`src/rtl/flash_cmd_pkg.sv`:
```
package flash_cmd_pkg;

  typedef enum logic [2:0] {
    M_READ      = 3'd0,
    M_ID        = 3'd1,
    M_ERASE_SET = 3'd2,
    M_PROG_SET  = 3'd3,
    M_PROG_RUN  = 3'd4,
    M_ERASE_RUN = 3'd5
  } mode_e;

  localparam logic [7:0] ID_MFR_CODE = 8'h01;
  localparam logic [7:0] ID_DEV_CODE = 8'h2F;
  localparam logic [7:0] CMD_ERASE   = 8'h30;

  function automatic logic is_reset_code(input logic [7:0] b);
    return (b == 8'h00) || (b == 8'hFF);
  endfunction

  function automatic logic is_id_code(input logic [7:0] b);
    return (b == 8'h80) || (b == 8'h90);
  endfunction

  function automatic logic is_prog_code(input logic [7:0] b);
    return (b == 8'h10) || (b == 8'h50);
  endfunction

endpackage

```
`src/rtl/strobe_sync.sv`:
```
module strobe_sync #(
  parameter int              WIDTH  = 3,
  parameter int              STAGES = 2,
  parameter logic [WIDTH-1:0] IDLE  = '1
) (
  input  logic             clk,
  input  logic             rst,
  input  logic [WIDTH-1:0] d,
  output logic [WIDTH-1:0] q
);

  generate
    for (genvar i = 0; i < WIDTH; i++) begin : g_bit
      logic [STAGES-1:0] shreg;
      always_ff @(posedge clk) begin
        if (rst) shreg <= {STAGES{IDLE[i]}};
        else     shreg <= {shreg[STAGES-2:0], d[i]};
      end
      assign q[i] = shreg[STAGES-1];
    end
  endgenerate

endmodule

```
`src/rtl/write_qualifier.sv`:
```
module write_qualifier #(
  parameter int AW = 15,
  parameter int DW = 8
) (
  input  logic          clk,
  input  logic          rst,
  input  logic          ce_s,
  input  logic          we_s,
  input  logic          oe_s,
  input  logic          enable,
  input  logic [AW-1:0] addr_in,
  input  logic [DW-1:0] data_in,
  output logic          wr_commit,
  output logic [AW-1:0] wr_addr,
  output logic [DW-1:0] wr_data
);

  logic active, active_q, begin_w, end_w;

  // both selects low with the read strobe high: cycle open
  assign active  = ~ce_s & ~we_s & oe_s;
  // opening happens at whichever select fell last
  assign begin_w = active & ~active_q;
  // closing at the first select to rise; a read strobe drop spoils it
  assign end_w   = active_q & ~active & oe_s & (ce_s | we_s);

  always_ff @(posedge clk) begin
    if (rst) begin
      active_q  <= 1'b0;
      wr_commit <= 1'b0;
      wr_addr   <= '0;
      wr_data   <= '0;
    end else begin
      active_q  <= active;
      wr_commit <= end_w & enable;
      if (begin_w) wr_addr <= addr_in;
      if (end_w)   wr_data <= data_in;
    end
  end

endmodule

```
`src/rtl/cmd_fsm.sv`:
```
module cmd_fsm
  import flash_cmd_pkg::*;
#(
  parameter int AW = 15,
  parameter int DW = 8
) (
  input  logic          clk,
  input  logic          rst,
  input  logic          hv_ok,
  input  logic          vcc_ok,
  input  logic          op_done,
  input  logic          wr_commit,
  input  logic [AW-1:0] wr_addr,
  input  logic [DW-1:0] wr_data,
  output mode_e         mode,
  output logic          start_prog,
  output logic          start_erase,
  output logic          abort_req,
  output logic [AW-1:0] prog_addr,
  output logic [DW-1:0] prog_data
);

  mode_e mode_n;
  logic  sp_n, se_n, ab_n, load_n;

  always_comb begin
    mode_n = mode;
    sp_n   = 1'b0;
    se_n   = 1'b0;
    ab_n   = 1'b0;
    load_n = 1'b0;
    if (!vcc_ok) begin
      mode_n = M_READ;
      ab_n   = 1'b1;
    end else if (!hv_ok) begin
      mode_n = M_READ;
    end else begin
      unique case (mode)
        M_PROG_SET: begin
          if (wr_commit) begin
            sp_n   = 1'b1;
            load_n = 1'b1;
            mode_n = M_PROG_RUN;
          end
        end
        M_PROG_RUN, M_ERASE_RUN: begin
          if (wr_commit && is_reset_code(wr_data)) begin
            ab_n   = 1'b1;
            mode_n = M_READ;
          end else if (op_done) begin
            mode_n = M_READ;
          end
        end
        default: begin
          if (wr_commit) begin
            if (is_reset_code(wr_data)) begin
              ab_n   = 1'b1;
              mode_n = M_READ;
            end else if (is_id_code(wr_data)) begin
              mode_n = M_ID;
            end else if (is_prog_code(wr_data)) begin
              mode_n = M_PROG_SET;
            end else if (wr_data == CMD_ERASE) begin
              if (mode == M_ERASE_SET) begin
                se_n   = 1'b1;
                mode_n = M_ERASE_RUN;
              end else begin
                mode_n = M_ERASE_SET;
              end
            end else begin
              mode_n = M_READ;
            end
          end
        end
      endcase
    end
  end

  always_ff @(posedge clk) begin
    if (rst) begin
      mode        <= M_READ;
      start_prog  <= 1'b0;
      start_erase <= 1'b0;
      abort_req   <= 1'b0;
      prog_addr   <= '0;
      prog_data   <= '0;
    end else begin
      mode        <= mode_n;
      start_prog  <= sp_n;
      start_erase <= se_n;
      abort_req   <= ab_n;
      if (load_n) begin
        prog_addr <= wr_addr;
        prog_data <= wr_data;
      end
    end
  end

endmodule

```
`src/rtl/read_mux.sv`:
```
module read_mux
  import flash_cmd_pkg::*;
#(
  parameter int DW = 8
) (
  input  logic          clk,
  input  logic          rst,
  input  logic          ce_s,
  input  logic          oe_s,
  input  logic          id_sel,
  input  logic          addr_lsb,
  input  logic [DW-1:0] array_data,
  output logic [DW-1:0] rd_data,
  output logic          rd_drive
);

  logic [DW-1:0] id_byte;
  assign id_byte = addr_lsb ? DW'(ID_DEV_CODE) : DW'(ID_MFR_CODE);

  always_ff @(posedge clk) begin
    if (rst) begin
      rd_data  <= '0;
      rd_drive <= 1'b0;
    end else begin
      rd_data  <= id_sel ? id_byte : array_data;
      rd_drive <= ~ce_s & ~oe_s;
    end
  end

endmodule

```
`src/rtl/flash_cmd_decoder.sv`:
```
module flash_cmd_decoder
  import flash_cmd_pkg::*;
#(
  parameter int AW          = 15,
  parameter int SYNC_STAGES = 2
) (
  input  logic          clk,
  input  logic          rst,
  input  logic          ce_n,
  input  logic          we_n,
  input  logic          oe_n,
  input  logic          hv_ok,
  input  logic          vcc_ok,
  input  logic          op_done,
  input  logic [AW-1:0] addr_in,
  input  logic [7:0]    data_in,
  input  logic [7:0]    array_data,
  output logic          start_prog,
  output logic          start_erase,
  output logic          abort_req,
  output logic [AW-1:0] prog_addr,
  output logic [7:0]    prog_data,
  output logic [7:0]    rd_data,
  output logic          rd_drive
);

  localparam int DW = 8;
  localparam int NSTROBE = 3;

  logic [NSTROBE-1:0] strobe_s;
  logic               ce_s, we_s, oe_s;
  logic               wr_commit;
  logic [AW-1:0]      wr_addr;
  logic [DW-1:0]      wr_data;
  mode_e              mode_w;

  strobe_sync #(.WIDTH(NSTROBE), .STAGES(SYNC_STAGES), .IDLE('1)) i_sync (
    .clk (clk),
    .rst (rst),
    .d   ({oe_n, we_n, ce_n}),
    .q   (strobe_s)
  );

  assign ce_s = strobe_s[0];
  assign we_s = strobe_s[1];
  assign oe_s = strobe_s[2];

  write_qualifier #(.AW(AW), .DW(DW)) i_wq (
    .clk       (clk),
    .rst       (rst),
    .ce_s      (ce_s),
    .we_s      (we_s),
    .oe_s      (oe_s),
    .enable    (hv_ok & vcc_ok),
    .addr_in   (addr_in),
    .data_in   (data_in),
    .wr_commit (wr_commit),
    .wr_addr   (wr_addr),
    .wr_data   (wr_data)
  );

  cmd_fsm #(.AW(AW), .DW(DW)) i_fsm (
    .clk         (clk),
    .rst         (rst),
    .hv_ok       (hv_ok),
    .vcc_ok      (vcc_ok),
    .op_done     (op_done),
    .wr_commit   (wr_commit),
    .wr_addr     (wr_addr),
    .wr_data     (wr_data),
    .mode        (mode_w),
    .start_prog  (start_prog),
    .start_erase (start_erase),
    .abort_req   (abort_req),
    .prog_addr   (prog_addr),
    .prog_data   (prog_data)
  );

  read_mux #(.DW(DW)) i_rd (
    .clk        (clk),
    .rst        (rst),
    .ce_s       (ce_s),
    .oe_s       (oe_s),
    .id_sel     (mode_w == M_ID),
    .addr_lsb   (addr_in[0]),
    .array_data (array_data),
    .rd_data    (rd_data),
    .rd_drive   (rd_drive)
  );

endmodule

```
`config.mk`:
```
export PLATFORM = sky130hd
export DESIGN_NAME = flash_cmd_decoder
export DESIGN_NICKNAME = d
export VERILOG_FILES = /design/src/rtl/flash_cmd_pkg.sv /design/src/rtl/strobe_sync.sv /design/src/rtl/write_qualifier.sv /design/src/rtl/cmd_fsm.sv /design/src/rtl/read_mux.sv /design/src/rtl/flash_cmd_decoder.sv
export SDC_FILE = /design/constraint.sdc
export NUM_CORES = 1
export LEC_CHECK = 0
export CAP_MARGIN = 20
export CORE_MARGIN = 10
export CORE_UTILIZATION = 30
export DETAILED_ROUTE_END_ITERATION = 7
export SLEW_MARGIN = 30
export SYNTH_ARGS = -nofsm -noshare
export SYNTH_HDL_FRONTEND = slang
export SYNTH_HIERARCHICAL = 1
export SYNTH_SLANG_ARGS = --single-unit
```
`constraint.sdc`:
```
create_clock -name clk -period 2.1 [get_ports clk]
set_clock_uncertainty 0.2 [all_clocks]
set_input_delay 0.42 -clock clk [delete_from_list [all_inputs] [get_ports clk]]
set_output_delay 0.42 -clock clk [all_outputs]
set_load 0.05 [all_outputs]
```
### Word-level counts from Yosys, hierarchy flattened

Index checks and enable logic that the tools add are counted.

* input bits: 39
* output and inout bits: 35
* register bits after elaboration: 69
* logic and storage cells: 80

* reductions and logical operators: 10
* eq/ne operators: 13
* muxes and demuxes: 23
* bitwise logic cells: 19

Operator list (number)
* 2-to-1 mux 3 bit: 9
* == test 8 bit (second input constant): 3
* OR reduction 11 bit: 1
* 2-to-1 mux 1 bit: 10
* AND 1 bit: 9
* inverter 1 bit: 9
* == test 8 x 5 -> 1 bit (second input constant): 1
* == test 8 x 6 -> 1 bit (second input constant): 1
* == test 8 x 7 -> 1 bit (second input constant): 1
* zero test 8 bit: 1
* 2-to-1 mux 8 bit: 1
* == test 3 x 2 -> 1 bit (second input constant): 2
* == test 3 bit (second input constant): 2
* 2-to-1 mux 6 bit: 1
* one-hot mux 3 bit (2 select lines): 1
* == test 3 x 1 -> 1 bit (second input constant): 1
* logical OR 1 bit: 3
* != test 3 x 2 -> 1 bit (second input constant): 1
* AND reduction 3 bit: 1
* OR reduction 3 bit: 1
* != test 2 bit (second input constant): 1
* one-hot mux 1 bit (2 select lines): 1
* nonzero test 2 bit: 1
* OR reduction 2 bit: 1
* 2 further kinds: 2

### Logic depth before layout (Yosys ltp)

* word-level depth: 8
* depth in mapped cells: 6

### Cells and area by module

Netlist, hierarchy kept.

By module, submodules not included
* cmd_fsm: times used 1, cells an instance 143, area each 1132.3 um^2, seq. area each 580.6 um^2
* write_qualifier: times used 1, cells an instance 105, area each 1104.8 um^2, seq. area each 500.5 um^2
* read_mux: times used 1, cells an instance 25, area each 266.5 um^2, seq. area each 180.2 um^2
* strobe_sync: times used 1, cells an instance 15, area each 180.2 um^2, seq. area each 120.1 um^2
* flash_cmd_decoder: times used 1, cells an instance 2, area each 18.8 um^2, seq. area each 0.0 um^2

### Worst setup path after synthesis

No wires, ideal clock.

* path type: input -> register
* from: input port rst
* to: register i_fsm.mode[0]
* arrival time: 1.486 ns
* setup time: 0.069 ns
* stages: 5
* setup slack: 0.346 ns
* cells stage by stage: buf_6 and3b_2 nand2_1 or4_1 o21ai_1

* cells in the longest elaborated chain, start to end: 1

RTL lines
* from (decl): RTL line flash_cmd_decoder.sv:8 `input logic rst,`
* OR reduction 3 bit (no line)
* to (signal assigned): RTL line cmd_fsm.sv:88 `mode <= mode_n;`
* to (decl): RTL line cmd_fsm.sv:15 `output mode_e mode,`

Every way passes these cells.
A chain may end at the register's enable or synchronous reset.

### Final worst setup path

* from: register i_rd.rd_data[2]
* to: output port rd_data[2]

RTL lines
* from (decl): RTL line read_mux.sv:13 `output logic [DW-1:0] rd_data,`
* from (signal assigned): RTL line read_mux.sv:25 `rd_data <= id_sel ? id_byte : array_data;`
* to (decl): RTL line flash_cmd_decoder.sv:23 `output logic [7:0] rd_data,`

No word-level cell between the ends.

==> flow_summary_export.csv <==
group,metric,value,unit
run_status,status,"finished, final reports clean",
logic_synthesis,syn_inst,290,
clock_network,cts_tree,"done",
critical_path,cp-end-kind,"primary output",
timing,maxSlewHeadroom,64.8,%
clock_network,cts.htree.levels,3,
critical_path,crit_type,"reg2out",
critical_path,critPathMaxStageDelay,0.80,ns
global_route,grt_overflow,0,
clock_network,clock_sinks,69,
route,drcViolationCount,0,
clock_network,root_buffer,"clkbuf_8",
power,leakagePower,1.39,nW
logic_synthesis,ys_seq_area_share,51.1,%
clock_network,clockBufferDepth,2,
critical_path,r2r_end,"i_fsm/mode[0]",
critical_path,critPathRequiredTime,1.48,ns
critical_path,r2r_start,"i_wq/wr_data[0]",
die,die_w,115,um
logic_synthesis,synthesis.nets,329,
power,irDropWorstVdd,419,uV
die,fp.coreArea,8760,um^2
route,wire_per_inst,13.5,um
global_route,grt_pass1_vias,2102,
die,die_height,115,um
placement,io_buffers,73,
hold_path,hold_path.class,"reg2reg",
critical_path,crit_fanout,1,
timing,max_freq,0.485,GHz
power,powerDensity,702,nW/um^2
power,swShare,22.2,%
timing,fin_crit,2.06,ns
power,finalPower,2.58,mW
logic_synthesis,synth_area_per_cell,9.32,um^2
timing,finalSetupViolCount,0,
timing,rsz0062_at_grt,"no",
power,clkPwrFrac,40.9,%
critical_path,critical_path_buf_inv_count,1,
power,pwr-share-comb,7.5,%
critical_path,crit_family,"buffers and inverters",
logic_synthesis,syn-cell-area,2700,um^2
critical_path,ff2ff_setup_slack,0.41,ns
layout,drive_gt1_share,14.9,%
layout,nNetsFinal,402,
timing,tightest_slew,0.527,ns
placement,gp_congestion,0.735,
clock_network,clk_latency,0.33,ns
route,first_iter_violations,93,
hold_path,hold_path_depth,1,
logic_synthesis,ys_types,36,
global_route,grt_use_total,9.82,%
critical_path,start_kind,"flop",
die,start_util,30.8,%
critical_path,reg2regPathDepth,4,
power,power_switching,574,uW
route,num_vias,2079,
layout,num_antenna_cells,0,
route,firstDrtPassIters,4,
critical_path,slowest_stage,"clkdlybuf4s50_1",
route,antenna_left,0,
placement,dp_hpwl,4630,um
critical_path,cp_cell_sequence,"clkdlybuf4s50_1",
clock_network,ctsHoldBuffers,0,
power,internal_power,2.01,mW
timing,period_share,98.1,%
hold_path,hp-start,"i_sync/g_bit[0].shreg[0]",
timing,whs,0.206,ns
timing,hold_viol,0,
layout,syn_to_final_growth,36.1,%
logic_synthesis,yosys_register_bits,69,
die,rows,34,
global_route,grt_max_degree,87,
timing,drv_slew,0,
die,die_area,13200,um^2
clock_network,path_clk_slew,0.07,ns
hold_path,holdPathEnd,"i_sync/g_bit[0].shreg[1]",
die,io_pins,74,
critical_path,worstPathArrival,1.44,ns
run,maxCapViolCount,0,
global_route,grt_pass1_wl,10600,um
clock_network,post_cts_buffers,0,
route,routed_via_density,4.37,
logic_synthesis,yosysWarnings,6,
route,wl,6440,um
power,p_seq_share,51.6,%
global_route,antenna_found_initial,0,
clock_network,numCtsBuffers,9,
[cell usage in the layout, fill, tap and decap left out, types with 2 or more instances in the layout]
master,synthesis,final
clkdlybuf4s50_1,0,41
dfxtp_1,69,69
nor4_1,2,2
dlymetal6s2s_1,0,4
buf_4,3,32
clkinv_2,0,4
or2_1,8,8
mux2i_1,24,24
nor2b_1,2,2
clkbuf_8,0,10
nand2b_1,50,50
and2_1,4,4
nand3_1,3,3
a21oi_1,28,28
o21ai_1,2,2
o21ai_0,3,3
nand2_1,50,50
buf_12,0,2
nand4_1,2,2
nor2_1,7,6
[what timing repair did]
action,CTS,global route
endpoints found under the hold margin,0,0
resized for setup,0,4
endpoints found under the setup margin,0,4
[through the flow]
step	worst slack, ns	utilization, %	cell area (um^2)	TNS, ns	cells
after floorplan	0.346	-	2700	0	290
after global placement	-0.0350	39.7	3480	-0.0527	460
after detailed placement	-0.0691	39.7	3480	-0.137	460
after CTS	0.00698	41.9	3670	0	476
after global routing	0.000274	42.0	3680	0	476
final	0.0393	42.0	3680	0	476
[final cells by class]
class                           instances  area, um^2
Fill cell                             880        5080
Tap cell                              108         135
Multi-Input combinational cell        202        1220
Timing Repair Buffer                   80         746
Sequential cell                        69        1380
Inverter                                1        3.75
Clock buffer                           11         141
Clock inverter                          5        50.0
[cells by family after synthesis]
group,synth area share [%]
muxes,8.89
buffers and inverters,3.80
AOI/OAI and AO/OA,7.69
and+or+nand+nor,28.5
DFF,51.1
[Yosys cell counts]
| cell | n | area (um^2) |
|---|---|---|
| o211a_1 | 1 | 10.0 |
| a31oi_1 | 1 | 6.26 |
| o2bb2a_1 | 1 | 10.0 |
| nand4_1 | 2 | 12.5 |
| inv_1 | 1 | 3.75 |
| nor3b_1 | 1 | 7.51 |
| and3b_2 | 1 | 10.0 |
| nor4b_1 | 1 | 8.76 |
| nor3b_2 | 1 | 12.5 |
| o21ai_1 | 2 | 10.0 |
| or4_1 | 1 | 7.51 |
| and3b_1 | 1 | 8.76 |
| buf_6 | 2 | 22.5 |
| nor4_1 | 2 | 12.5 |
| nand3_1 | 3 | 15.0 |
| or4b_1 | 1 | 10.0 |
| nor2b_1 | 2 | 12.5 |
| nand2_2 | 1 | 6.26 |
| nand3b_1 | 1 | 7.51 |
| nand2b_1 | 50 | 313 |
| buf_4 | 3 | 22.5 |
| nor3_1 | 1 | 5.00 |
| nor2_1 | 7 | 26.3 |
| mux2i_1 | 24 | 240 |
| a22oi_1 | 1 | 7.51 |
| nand4b_1 | 1 | 8.76 |
| dfxtp_1 | 69 | 1380 |
| or2_1 | 8 | 50.1 |
| nor4b_4 | 1 | 23.8 |
| nand2_1 | 50 | 188 |
| o2111ai_1 | 1 | 8.76 |
| buf_2 | 4 | 20.0 |
| and2_1 | 4 | 25.0 |
| a21oi_1 | 28 | 140 |
| clkbuf_1 | 9 | 33.8 |
| o21ai_0 | 3 | 15.0 |
[sequential cells by signal (all words and copies together) (netlist names)]
name and count:
i_sync/g_bit.shreg 6, i_fsm/prog_data 8, i_rd/rd_drive 1, i_fsm/mode 3
i_wq/wr_commit 1, i_wq/active_q 1, i_fsm/prog_addr 15, i_rd/rd_data 8
i_fsm/abort_req 1, i_fsm/start_erase 1, i_wq/wr_data 8, i_wq/wr_addr 15
i_fsm/start_prog 1
[worst max-delay path by stage]
stage	cells past startpoint	slack (ns)	from	end
6_report	1	0.04	i_rd/rd_data[2]	rd_data[2]
5_1_grt	1	0.0003	i_rd/rd_data[2]	rd_data[2]
4_1_cts	1	0.007	i_rd/rd_data[1]	rd_data[1]
3_5_place_dp	5	-0.07	hv_ok	i_fsm/mode[1]
3_3_place_gp	5	-0.03	hv_ok	i_fsm/mode[0]
2_1_floorplan	5	0.35	rst	i_fsm/mode[0]
[per-layer routing]
metal / vias to the layer above / wire, um / global-route usage [%]
li1: 1102 / - / -
met1: 928 / 2960 / 12.4
met2: 44 / 2980 / 15.0
met3: 5 / 443 / 4.06
met4: 0 / 54 / 2.97
met5: - / 0 / 0
[power groups by stage]
stage                     logic (mW)  clock network (mW)  registers [mW]
after floorplan               0.0626                   0            1.39
after global placement         0.196                   0            1.36
final                          0.195                1.06            1.33
after CTS                      0.198                1.10            1.33
after detailed placement       0.197                   0            1.36
after global routing           0.209                1.15            1.33
No activity file was read; power rests on OpenSTA's default activity.
